## config.mk

```make
export PLATFORM = sky130hd
export DESIGN_NAME = tu_pacer
export DESIGN_NICKNAME = d
export VERILOG_FILES = /design/src/rtl/tu_pacer_pkg.sv /design/src/rtl/tu_wait_calc.sv /design/src/rtl/tu_frac_acc.sv /design/src/rtl/tu_pacer.sv
export SDC_FILE = /design/constraint.sdc
export NUM_CORES = 1
export LEC_CHECK = 0
export ABC_AREA = 1
export BUFFER_PORTS_ARGS = -buffer_cell sky130_fd_sc_hd__buf_2
export CORE_MARGIN = 2
export CORE_UTILIZATION = 40
export DETAILED_ROUTE_END_ITERATION = 8
export PLACE_DENSITY_LB_ADDON = 0.12
export SLEW_MARGIN = 0
export SYNTH_ARGS = -nofsm -noshare
export SYNTH_HDL_FRONTEND = slang
export SYNTH_HIERARCHICAL = 1
export SYNTH_SLANG_ARGS = --single-unit
```

## constraint.sdc

```tcl
create_clock -name clk -period 6.85 [get_ports clk]
set_clock_uncertainty 0.05 [all_clocks]
set_input_delay 1.37 -clock clk [delete_from_list [all_inputs] [get_ports clk]]
set_output_delay 1.37 -clock clk [all_outputs]
set_load 0.02 [all_outputs]
```

## src/rtl/tu_pacer_pkg.sv

```systemverilog
package tu_pacer_pkg;
   typedef enum logic [1:0] {
      FMT_FULL  = 2'd0,
      FMT_HALF  = 2'd1,
      FMT_LUMA  = 2'd2,
      FMT_SPARE = 2'd3
   } color_fmt_e;

   localparam int unsigned FRAC_ONE_DEF  = 1000;
   localparam int unsigned SMALL_MIN_DEF = 4;
   localparam int unsigned LONG_WAIT_DEF = 64;
endpackage

```

## src/rtl/tu_wait_calc.sv

```systemverilog
module tu_wait_calc
   import tu_pacer_pkg::*;
#(
   parameter int TU_W      = 7,
   parameter int MIN_W     = 8,
   parameter int WAIT_W    = 7,
   parameter int SMALL_MIN = SMALL_MIN_DEF,
   parameter int LONG_WAIT = LONG_WAIT_DEF
) (
   input  logic [TU_W-1:0]   tu_len,
   input  logic [MIN_W-1:0]  min_bytes,
   input  logic [1:0]        fmt,
   output logic [WAIT_W-1:0] wait_len
);
   localparam int DW = MIN_W + 1;

   generate
      if (LONG_WAIT >= (1 << WAIT_W)) begin : g_bad_wait
         $error("tu_wait_calc: LONG_WAIT does not fit WAIT_W");
      end
   endgenerate

   logic [DW-1:0] tu_ext, min_ext, diff;

   always_comb begin
      tu_ext  = DW'(tu_len);
      min_ext = DW'(min_bytes);
      diff    = (tu_ext > min_ext) ? (tu_ext - min_ext) : '0;
      if (min_ext < DW'(SMALL_MIN)) begin
         wait_len = WAIT_W'(LONG_WAIT);
      end else begin
         unique case (color_fmt_e'(fmt))
            FMT_HALF: wait_len = WAIT_W'(diff / DW'(2));
            FMT_LUMA: wait_len = WAIT_W'(diff / DW'(3));
            default:  wait_len = WAIT_W'(diff);
         endcase
      end
   end
endmodule

```

## src/rtl/tu_frac_acc.sv

```systemverilog
module tu_frac_acc
   import tu_pacer_pkg::*;
#(
   parameter int FRAC_W   = 10,
   parameter int FRAC_ONE = FRAC_ONE_DEF
) (
   input  logic              clk,
   input  logic              rst_n,
   input  logic              clr,
   input  logic              step,
   input  logic [FRAC_W-1:0] frac,
   output logic              extra
);
   localparam int ACC_W = $clog2(FRAC_ONE);
   localparam int SUM_W = ACC_W + 1;

   generate
      if (FRAC_W < ACC_W) begin : g_bad_frac
         $error("tu_frac_acc: FRAC_W too narrow for FRAC_ONE");
      end
   endgenerate

   logic [ACC_W-1:0] acc;
   logic [SUM_W-1:0] frac_lim, sum;

   always_comb begin
      frac_lim = (frac > FRAC_W'(FRAC_ONE - 1)) ? SUM_W'(FRAC_ONE - 1) : SUM_W'(frac);
      sum      = SUM_W'(acc) + frac_lim;
      extra    = (sum >= SUM_W'(FRAC_ONE));
   end

   always_ff @(posedge clk) begin
      if (!rst_n || clr)  acc <= '0;
      else if (step)      acc <= extra ? ACC_W'(sum - SUM_W'(FRAC_ONE)) : ACC_W'(sum);
   end
endmodule

```

## src/rtl/tu_pacer.sv

```systemverilog
module tu_pacer
   import tu_pacer_pkg::*;
#(
   parameter int TU_W     = 7,
   parameter int MIN_W    = 8,
   parameter int FRAC_W   = 10,
   parameter int WAIT_W   = 7,
   parameter int FRAC_ONE = FRAC_ONE_DEF
) (
   input  logic              clk,
   input  logic              rst_n,
   input  logic [TU_W-1:0]   cfg_tu_size,
   input  logic [MIN_W-1:0]  cfg_min_bytes,
   input  logic [FRAC_W-1:0] cfg_frac_milli,
   input  logic [1:0]        cfg_color_fmt,
   input  logic              line_start,
   input  logic              fifo_avail,
   output logic              slot_data,
   output logic              slot_stuff,
   output logic              fifo_rd,
   output logic              tu_first,
   output logic              tu_last,
   output logic              underflow
);
   localparam int OW = MIN_W + 1;

   generate
      if (MIN_W < TU_W) begin : g_bad_min
         $error("tu_pacer: MIN_W must be at least TU_W");
      end
   endgenerate

   logic              running;
   logic [WAIT_W-1:0] wait_cnt, wait_next;
   logic [TU_W-1:0]   slot, tu_q, tu_even;
   logic [MIN_W-1:0]  min_q;
   logic [FRAC_W-1:0] frac_q;
   logic [OW-1:0]     owed_q, owed_now, owed_cur, min_plus;
   logic              active, at_first, at_last, data_slot, extra;

   assign tu_even = {cfg_tu_size[TU_W-1:1], 1'b0};

   tu_wait_calc #(.TU_W(TU_W), .MIN_W(MIN_W), .WAIT_W(WAIT_W)) u_wait (
      .tu_len    (tu_even),
      .min_bytes (cfg_min_bytes),
      .fmt       (cfg_color_fmt),
      .wait_len  (wait_next)
   );

   tu_frac_acc #(.FRAC_W(FRAC_W), .FRAC_ONE(FRAC_ONE)) u_acc (
      .clk   (clk),
      .rst_n (rst_n),
      .clr   (line_start),
      .step  (at_first),
      .frac  (frac_q),
      .extra (extra)
   );

   always_comb begin
      active    = running && (wait_cnt == '0);
      at_first  = active && (slot == '0);
      at_last   = active && (slot == tu_q - TU_W'(1));
      min_plus  = OW'(min_q) + OW'(extra);
      owed_now  = (min_plus > OW'(tu_q)) ? OW'(tu_q) : min_plus;
      owed_cur  = at_first ? owed_now : owed_q;
      data_slot = active && (OW'(slot) < owed_cur);
   end

   assign slot_data  = data_slot && fifo_avail;
   assign slot_stuff = active && !(data_slot && fifo_avail);
   assign fifo_rd    = data_slot && fifo_avail;
   assign tu_first   = at_first;
   assign tu_last    = at_last;

   always_ff @(posedge clk) begin
      if (!rst_n) begin
         running  <= 1'b0;
         wait_cnt <= '0;
         slot     <= '0;
         tu_q     <= '0;
         min_q    <= '0;
         frac_q   <= '0;
         owed_q   <= '0;
      end else if (line_start) begin
         running  <= 1'b1;
         wait_cnt <= wait_next;
         slot     <= '0;
         tu_q     <= tu_even;
         min_q    <= cfg_min_bytes;
         frac_q   <= cfg_frac_milli;
         owed_q   <= '0;
      end else if (running) begin
         if (wait_cnt != '0) begin
            wait_cnt <= wait_cnt - WAIT_W'(1);
         end else begin
            slot <= at_last ? '0 : slot + TU_W'(1);
            if (at_first) owed_q <= owed_now;
         end
      end
   end

   always_ff @(posedge clk) begin
      if (!rst_n)                        underflow <= 1'b0;
      else if (data_slot && !fifo_avail) underflow <= 1'b1;
   end
endmodule

```

### After elaboration in Yosys (flattened, before gate mapping)

Cells that the tools add are included.

| operators by class | value |
|---|---|
| $add $sub $neg | 7 |
| muxes and demuxes | 11 |
| reduce and logical (&&, ||, !) cells | 19 |
| equal/unequal tests | 3 |
| div/mod/pow operators | 1 |
| order comparisons | 6 |
| bitwise gates (word level) | 2 |

Operators by type and width:

| operator | count |
|---|---|
| $mux W7 | 5 |
| $mux W9 | 3 |
| $mux W10 | 2 |
| $logic_not A7 Y1 | 2 |
| $pmux W7 S2 | 1 |
| $sub A7 B1 Y7 const B | 2 |
| $add A10 B10 Y11 | 1 |
| $ge A11 B10 Y1 const B | 1 |
| $gt A10 B10 Y1 const B | 1 |
| $sub A10 B10 Y10 const B | 1 |
| $add A8 B1 Y9 | 1 |
| $div A9 B2 Y9 const B | 1 |
| $gt A9 B7 Y1 | 1 |
| $lt A7 B9 Y1 | 1 |
| $sub A7 B8 Y9 | 1 |
| $gt A7 B8 Y1 | 1 |
| $lt A8 B3 Y1 const B | 1 |
| $add A7 B1 Y7 const B | 1 |
| $eq A7 B7 Y1 | 1 |
| $logic_and A1 B1 Y1 | 7 |
| $reduce_bool A7 Y1 | 1 |
| $reduce_and A2 Y1 | 2 |
| $reduce_bool A2 Y1 | 2 |
| $logic_not A1 Y1 | 3 |
| other kinds (5) | 6 |

| word-level totals | value |
|---|---|
| bits of input ports | 31 |
| word-level logic and storage cells | 58 |
| register bits | 59 |
| output and inout bits | 6 |

### Logic depth before layout (Yosys ltp)

| depth | value |
|---|---|
| depth in word-level cells | 13 |
| gate-level depth with buffers | 45 |
| depth with buffers taken out | 45 |

### By module

The synthesis kept the hierarchy.

By module, submodules not included:

| module | times used | area each (um^2) | cells each | seq. area each (um^2) |
|---|---|---|---|---|
| tu_pacer | 1 | 2685.1 | 375 | 980.9 |
| tu_wait_calc | 1 | 1560.2 | 269 | 0.0 |
| tu_frac_acc | 1 | 1352.5 | 218 | 200.2 |

### Worst setup path after synthesis

OpenSTA, ideal clock, no wires.

| timing path | value |
|---|---|
| path type | register to output |
| from | register frac_q[3] |
| to | output slot_data |
| data required time | 5.430 ns |
| buffers on the path | 1 |
| data arrival time | 5.538 ns |
| path slack | -0.108 ns |
| cell stages (with the launch flop) | 43 |
| cell sequence | dfxtp_1 -> inv_1 -> a21oi_1 -> nand4_1 -> inv_1 -> or2_2 -> ha_1 -> inv_1 -> fa_1 -> inv_1 -> nand3_1 -> nand2_1 -> nand2_1 -> nand2_2 -> nand3_1 -> nor2_1 -> nand3_2 -> nand3_4 -> (+7 left out) -> ha_1 -> nand2_1 -> nor2_1 -> nand4_1 -> nand2_1 -> nand2_2 -> o21ai_1 -> a21oi_1 -> a21oi_1 -> ha_1 -> a21oi_1 -> nor2_1 -> a211oi_1 -> nor2_1 -> nor2_1 -> nand2_1 -> nor2_1 -> buf_4 |

| on the way | value |
|---|---|
| cells in the longest elaborated chain, start to end | 11 |

RTL lines:

| item | RTL line | RTL |
|---|---|---|
| start, declared | tu_pacer.sv:37 | `logic [FRAC_W-1:0] frac_q;` |
| start signal, assigned | tu_pacer.sv:90 | `frac_q <= cfg_frac_milli;` |
| $gt A10 B10 Y1 | tu_frac_acc.sv:27 | `frac_lim = (frac > FRAC_W'(FRAC_ONE - 1)) ? SUM_W'(FRAC_ONE - 1) : SUM_W'(frac);` |
| $mux W10 (*) | tu_frac_acc.sv:27 |  |
| $add A10 B10 Y11 (*) | tu_frac_acc.sv:28 | `sum = SUM_W'(acc) + frac_lim;` |
| $ge A11 B10 Y1 (*) | tu_frac_acc.sv:29 | `extra = (sum >= SUM_W'(FRAC_ONE));` |
| net extra | tu_pacer.sv:39 | `logic active, at_first, at_last, data_slot, extra;` |
| $add A8 B1 Y9 (*) | tu_pacer.sv:63 | `min_plus = OW'(min_q) + OW'(extra);` |
| $gt A9 B7 Y1 | tu_pacer.sv:64 | `owed_now = (min_plus > OW'(tu_q)) ? OW'(tu_q) : min_plus;` |
| $mux W9 (*) | tu_pacer.sv:64 |  |
| $mux W9 (*) | - |  |
| $lt A7 B9 Y1 (*) | tu_pacer.sv:66 | `data_slot = active && (OW'(slot) < owed_cur);` |
| $logic_and A1 B1 Y1 (*) | tu_pacer.sv:66 |  |
| $logic_and A1 B1 Y1 (*) | - |  |
| end, declared | tu_pacer.sv:18 | `output logic slot_data,` |

Mark *: on every way through the listed nets, which the timed path passes. The rest lies on a longest branch.

### Final worst setup path

| timing path | value |
|---|---|
| from | register frac_q[3] |
| to | output slot_stuff |

| on the way | value |
|---|---|
| cells in the longest elaborated chain, start to end | 13 |

RTL lines:

| item | RTL line | RTL |
|---|---|---|
| $gt A10 B10 Y1 | tu_frac_acc.sv:27 |  |
| $mux W10 (*) | tu_frac_acc.sv:27 |  |
| $add A10 B10 Y11 (*) | tu_frac_acc.sv:28 |  |
| $ge A11 B10 Y1 (*) | tu_frac_acc.sv:29 |  |
| net extra | tu_pacer.sv:39 |  |
| $add A8 B1 Y9 (*) | tu_pacer.sv:63 |  |
| $gt A9 B7 Y1 | tu_pacer.sv:64 |  |
| $mux W9 (*) | tu_pacer.sv:64 |  |
| $mux W9 (*) | - |  |
| $lt A7 B9 Y1 (*) | tu_pacer.sv:66 |  |
| $logic_and A1 B1 Y1 (*) | tu_pacer.sv:66 |  |
| $logic_and A1 B1 Y1 (*) | tu_pacer.sv:70 | `assign slot_stuff = active && !(data_slot && fifo_avail);` |
| $logic_not A1 Y1 (*) | tu_pacer.sv:70 |  |
| $logic_and A1 B1 Y1 (*) | tu_pacer.sv:70 |  |
| end, declared | tu_pacer.sv:19 | `output logic slot_stuff,` |

Marks and branches as above.

==> results.json <==
{
  "synth-simple-area-share_pct": 40.6,
  "yosysUniqueCellTypes": 53,
  "p_per_area_nw_per_um2": 202,
  "globalRouteOverflowTotal": 0,
  "p_seq_share_pct": 26.0,
  "worstPathArrival_ns": 5.71,
  "synth_xor_area_share_pct": 3.42,
  "layout.nets": 1052,
  "die_h_um": 122,
  "hold_viol": 0,
  "synthAdderAreaFrac_pct": 9.66,
  "route.detailed.drc": 0,
  "vias": 5564,
  "dp_hpwl_um": 11100,
  "cts_sinks": 59,
  "clk_pin_slew_ns": 0.05,
  "finalInstanceArea_um2": 7180,
  "synth-seq-cells": 59,
  "holdBufCountCts": 0,
  "clk_path_buf_depth": 2,
  "drt_first_pass_iters": 5,
  "drive_gt1_share_pct": 29.7,
  "setup_viol": 3,
  "ant_nets": 0,
  "dpl-instance-area_um2": 6270,
  "fmax_mhz": 140,
  "relSlewSlack_pct": 64.8,
  "synth_compound_area_share_pct": 14.6,
  "dp.cells": 1106,
  "cts_tree": "done",
  "io_buffer_count": 35,
  "internal_power_mw": 0.894,
  "ff_latch_area_um2": 1190,
  "fillers": 1465,
  "synthMuxAreaShare_pct": 0,
  "routed_wl_um": 14700,
  "clkPwrFrac_pct": 29.5,
  "grt_pass1_vias": 5159,
  "cp_slowest_stage_delay_ns": 0.35,
  "grt_pass1_wl_um": 24500,
  "ys.warnings.count": 6,
  "leakagePower_nw": 3.51,
  "hp-class": "reg2reg",
  "critPathLaunchType": "register",
  "combPwrFrac_pct": 44.6,
  "cts_made_buffers": 9,
  "failed_checks": "negative setup slack",
  "dieArea_um2": 15000,
  "fin_crit_sh_pct": 104,
  "stdcell_count": 1163,
  "seq_area_frac_synth_pct": 21.1,
  "rsz0062_at_grt": "yes",
  "drtIter0Drc": 250,
  "synth_async_sr_flop_share_pct": 0,
  "root_buffer": "clkbuf_16",
  "core_area_um2": 13800,
  "die_x_um": 122,
  "swShare_pct": 38.2,
  "clkLatencyLatePin_ns": 0.32,
  "area_growth_pct": 28.3,
  "synth-main-ff-cell": "dfxtp_1",
  "slew_violations": 0,
  "ir_drop_mv": 0.104,
  "viasPerCell": 4.78,
  "avgSynthCellArea_um2": 6.49,
  "required_ns": 5.43,
  "endpoint_kind": "output pin",
  "grtUsageTotal_pct": 20.4,
  "max-cap-violations": 0,
  "cts_max_level": 3,
  "critical_path_peak_fanout": 6,
  "placementRows": 43,
  "status": "finished, violations left",
  "cp_slowest_cell": "fa_2",
  "multi_input_area_um2": 4090,
  "antenna_found_initial": 0,
  "antennaDiodeCount": 0,
  "final.min_clock_period_ns": 7.13,
  "synth-edff-count": 0,
  "io_pins": 37,
  "syn_nets": 935,
  "crit_type": "reg2out",
  "synth_area_um2": 5600,
  "tightest_slew_ns": 0.527,
  "place.gp.congestion": 0.827,
  "grt_start_max_net_pins": 32,
  "routedWlPerCell_um": 12.6,
  "start_util_pct": 40.6,
  "synthCells": 862,
  "setup_slack_ns": -0.284,
  "power.switching_mw": 0.553,
  "synth_top_family_by_area": "simple AND/OR/NAND/NOR gates"
}
layout make-up:
cell class	count	share of cell area, %
multi-input combinational	651	56.9
sequential	59	16.5
timing repair buffer	124	12.5
inverter	134	7.04
clock buffer	12	3.29
tap	180	3.14
clock inverter	3	0.558
power groups by stage:
stage / Clock (mW) / Sequential (mW) / Combinational (mW)
global route: 0.453 / 0.377 / 0.733
finish: 0.427 / 0.376 / 0.645
CTS: 0.433 / 0.375 / 0.639
global placement: 0 / 0.380 / 0.592
floorplan: 0 / 0.378 / 0.468
detailed placement: 0 / 0.380 / 0.594
cell families after synthesis:
kind of cell,count (synthesis)
AO/OA/AOI/OAI,135
XOR/XNOR,21
adder cells (fa/ha/maj),42
buffers and inverters,152
flip-flops,59
other,2
AND/OR/NAND/NOR,451
synth_stat cells, types with 5 or more instances:
master    count  area share [%]
nor2_1      100             6.7
o21ai_0      39             3.5
nand3_1      49             4.4
nand4_1      24             2.7
nand2_4      10             2.0
inv_1       123             8.2
clkbuf_1     15             1.0
o21ai_1       7            0.63
nor2_4        7             1.4
nand2_1     182              12
nand3_4       5             1.6
ha_1         40             8.9
dfxtp_1      59              21
a21oi_1      53             4.7
inv_2         8            0.54
nand3_2      12             2.1
xor2_1       13             2.0
nor3_1        7            0.63
nand2_2      34             3.8
xnor2_1       7             1.1
nor2_2        5            0.56
worst max-delay path, delay by kind of cell, from the launching register on:
kind / cells / cell delay, ns
and+or+nand+nor: 19 / 1.98
adders and majority gates: 6 / 1.35
AOI/OAI and AO/OA: 7 / 0.89
buffers and inverters: 7 / 0.56
DFF: 1 / 0.33
xor gates and xnor gates: 2 / 0.28
per-stage QoR:
stage               hold slack (ns)  util, %  power, mW  setup TNS, ns  setup slack, ns
CTS                           0.388     51.5       1.45          -1.17           -0.371
finish                        0.389     52.1       1.45         -0.841           -0.284
detailed placement            0.378     45.5      0.975          -1.25           -0.452
global placement              0.376     45.5      0.972          -1.09           -0.398
global route                  0.426     52.1       1.56          -2.05           -0.695
floorplan                     0.365        -      0.845              0          0.00650
sequential cells by signal, summed over array words and instances (netlist names):
register / flops
slot: 7
wait_cnt: 7
running: 1
frac_q: 10
tu_q: 6
owed_q: 9
underflow: 1
u_acc/acc: 10
min_q: 8
what timing repair did:
item	4_1_cts	5_1_grt
setup buffers	41	6
setup endpoints to repair	3	4
pin swaps	33	35
resized for setup	65	20
routing by layer:
| layer | GRT usage, % | wire length [um] | vias up | part of all wire, % |
|---|---|---|---|---|
| met1 | 27.1 | 7260 | 2470 | 49 |
| met5 | 0 | 0 | - | 0 |
| met2 | 34.3 | 6970 | 44 | 47 |
| met4 | 6.97 | 203 | 0 | 1.4 |
| met3 | 2.09 | 257 | 14 | 1.8 |
| li1 | - | - | 3036 | - |
layout by cell type (no fill, tap or decap), types with 7 or more instances in the layout:
cell and n:
clkbuf_16 9, nand2_1 169, o21ai_0 38, xnor2_1 7
nand2_4 13, ha_4 8, nand3_2 16, a21oi_2 10
inv_1 116, nor2_2 10, xor2_1 12, dfxtp_1 55
nor2_1 92, buf_4 79, buf_2 32, nand3_1 45
nand2_2 44, buf_6 13, nand4_1 24, ha_1 32
inv_2 15, nor2_4 10, a21oi_1 46
final timing paths:
kind	start	end	slack (ns)	depth (start not counted)
hold reg to reg	owed_q[7]	owed_q[7]	0.39	2
setup / recovery	frac_q[3]	slot_stuff	-0.28	41
setup reg to reg	frac_q[3]	owed_q[2]	0.34	53
hold / removal	owed_q[7]	owed_q[7]	0.39	2
No activity file was read; power rests on OpenSTA's default activity.
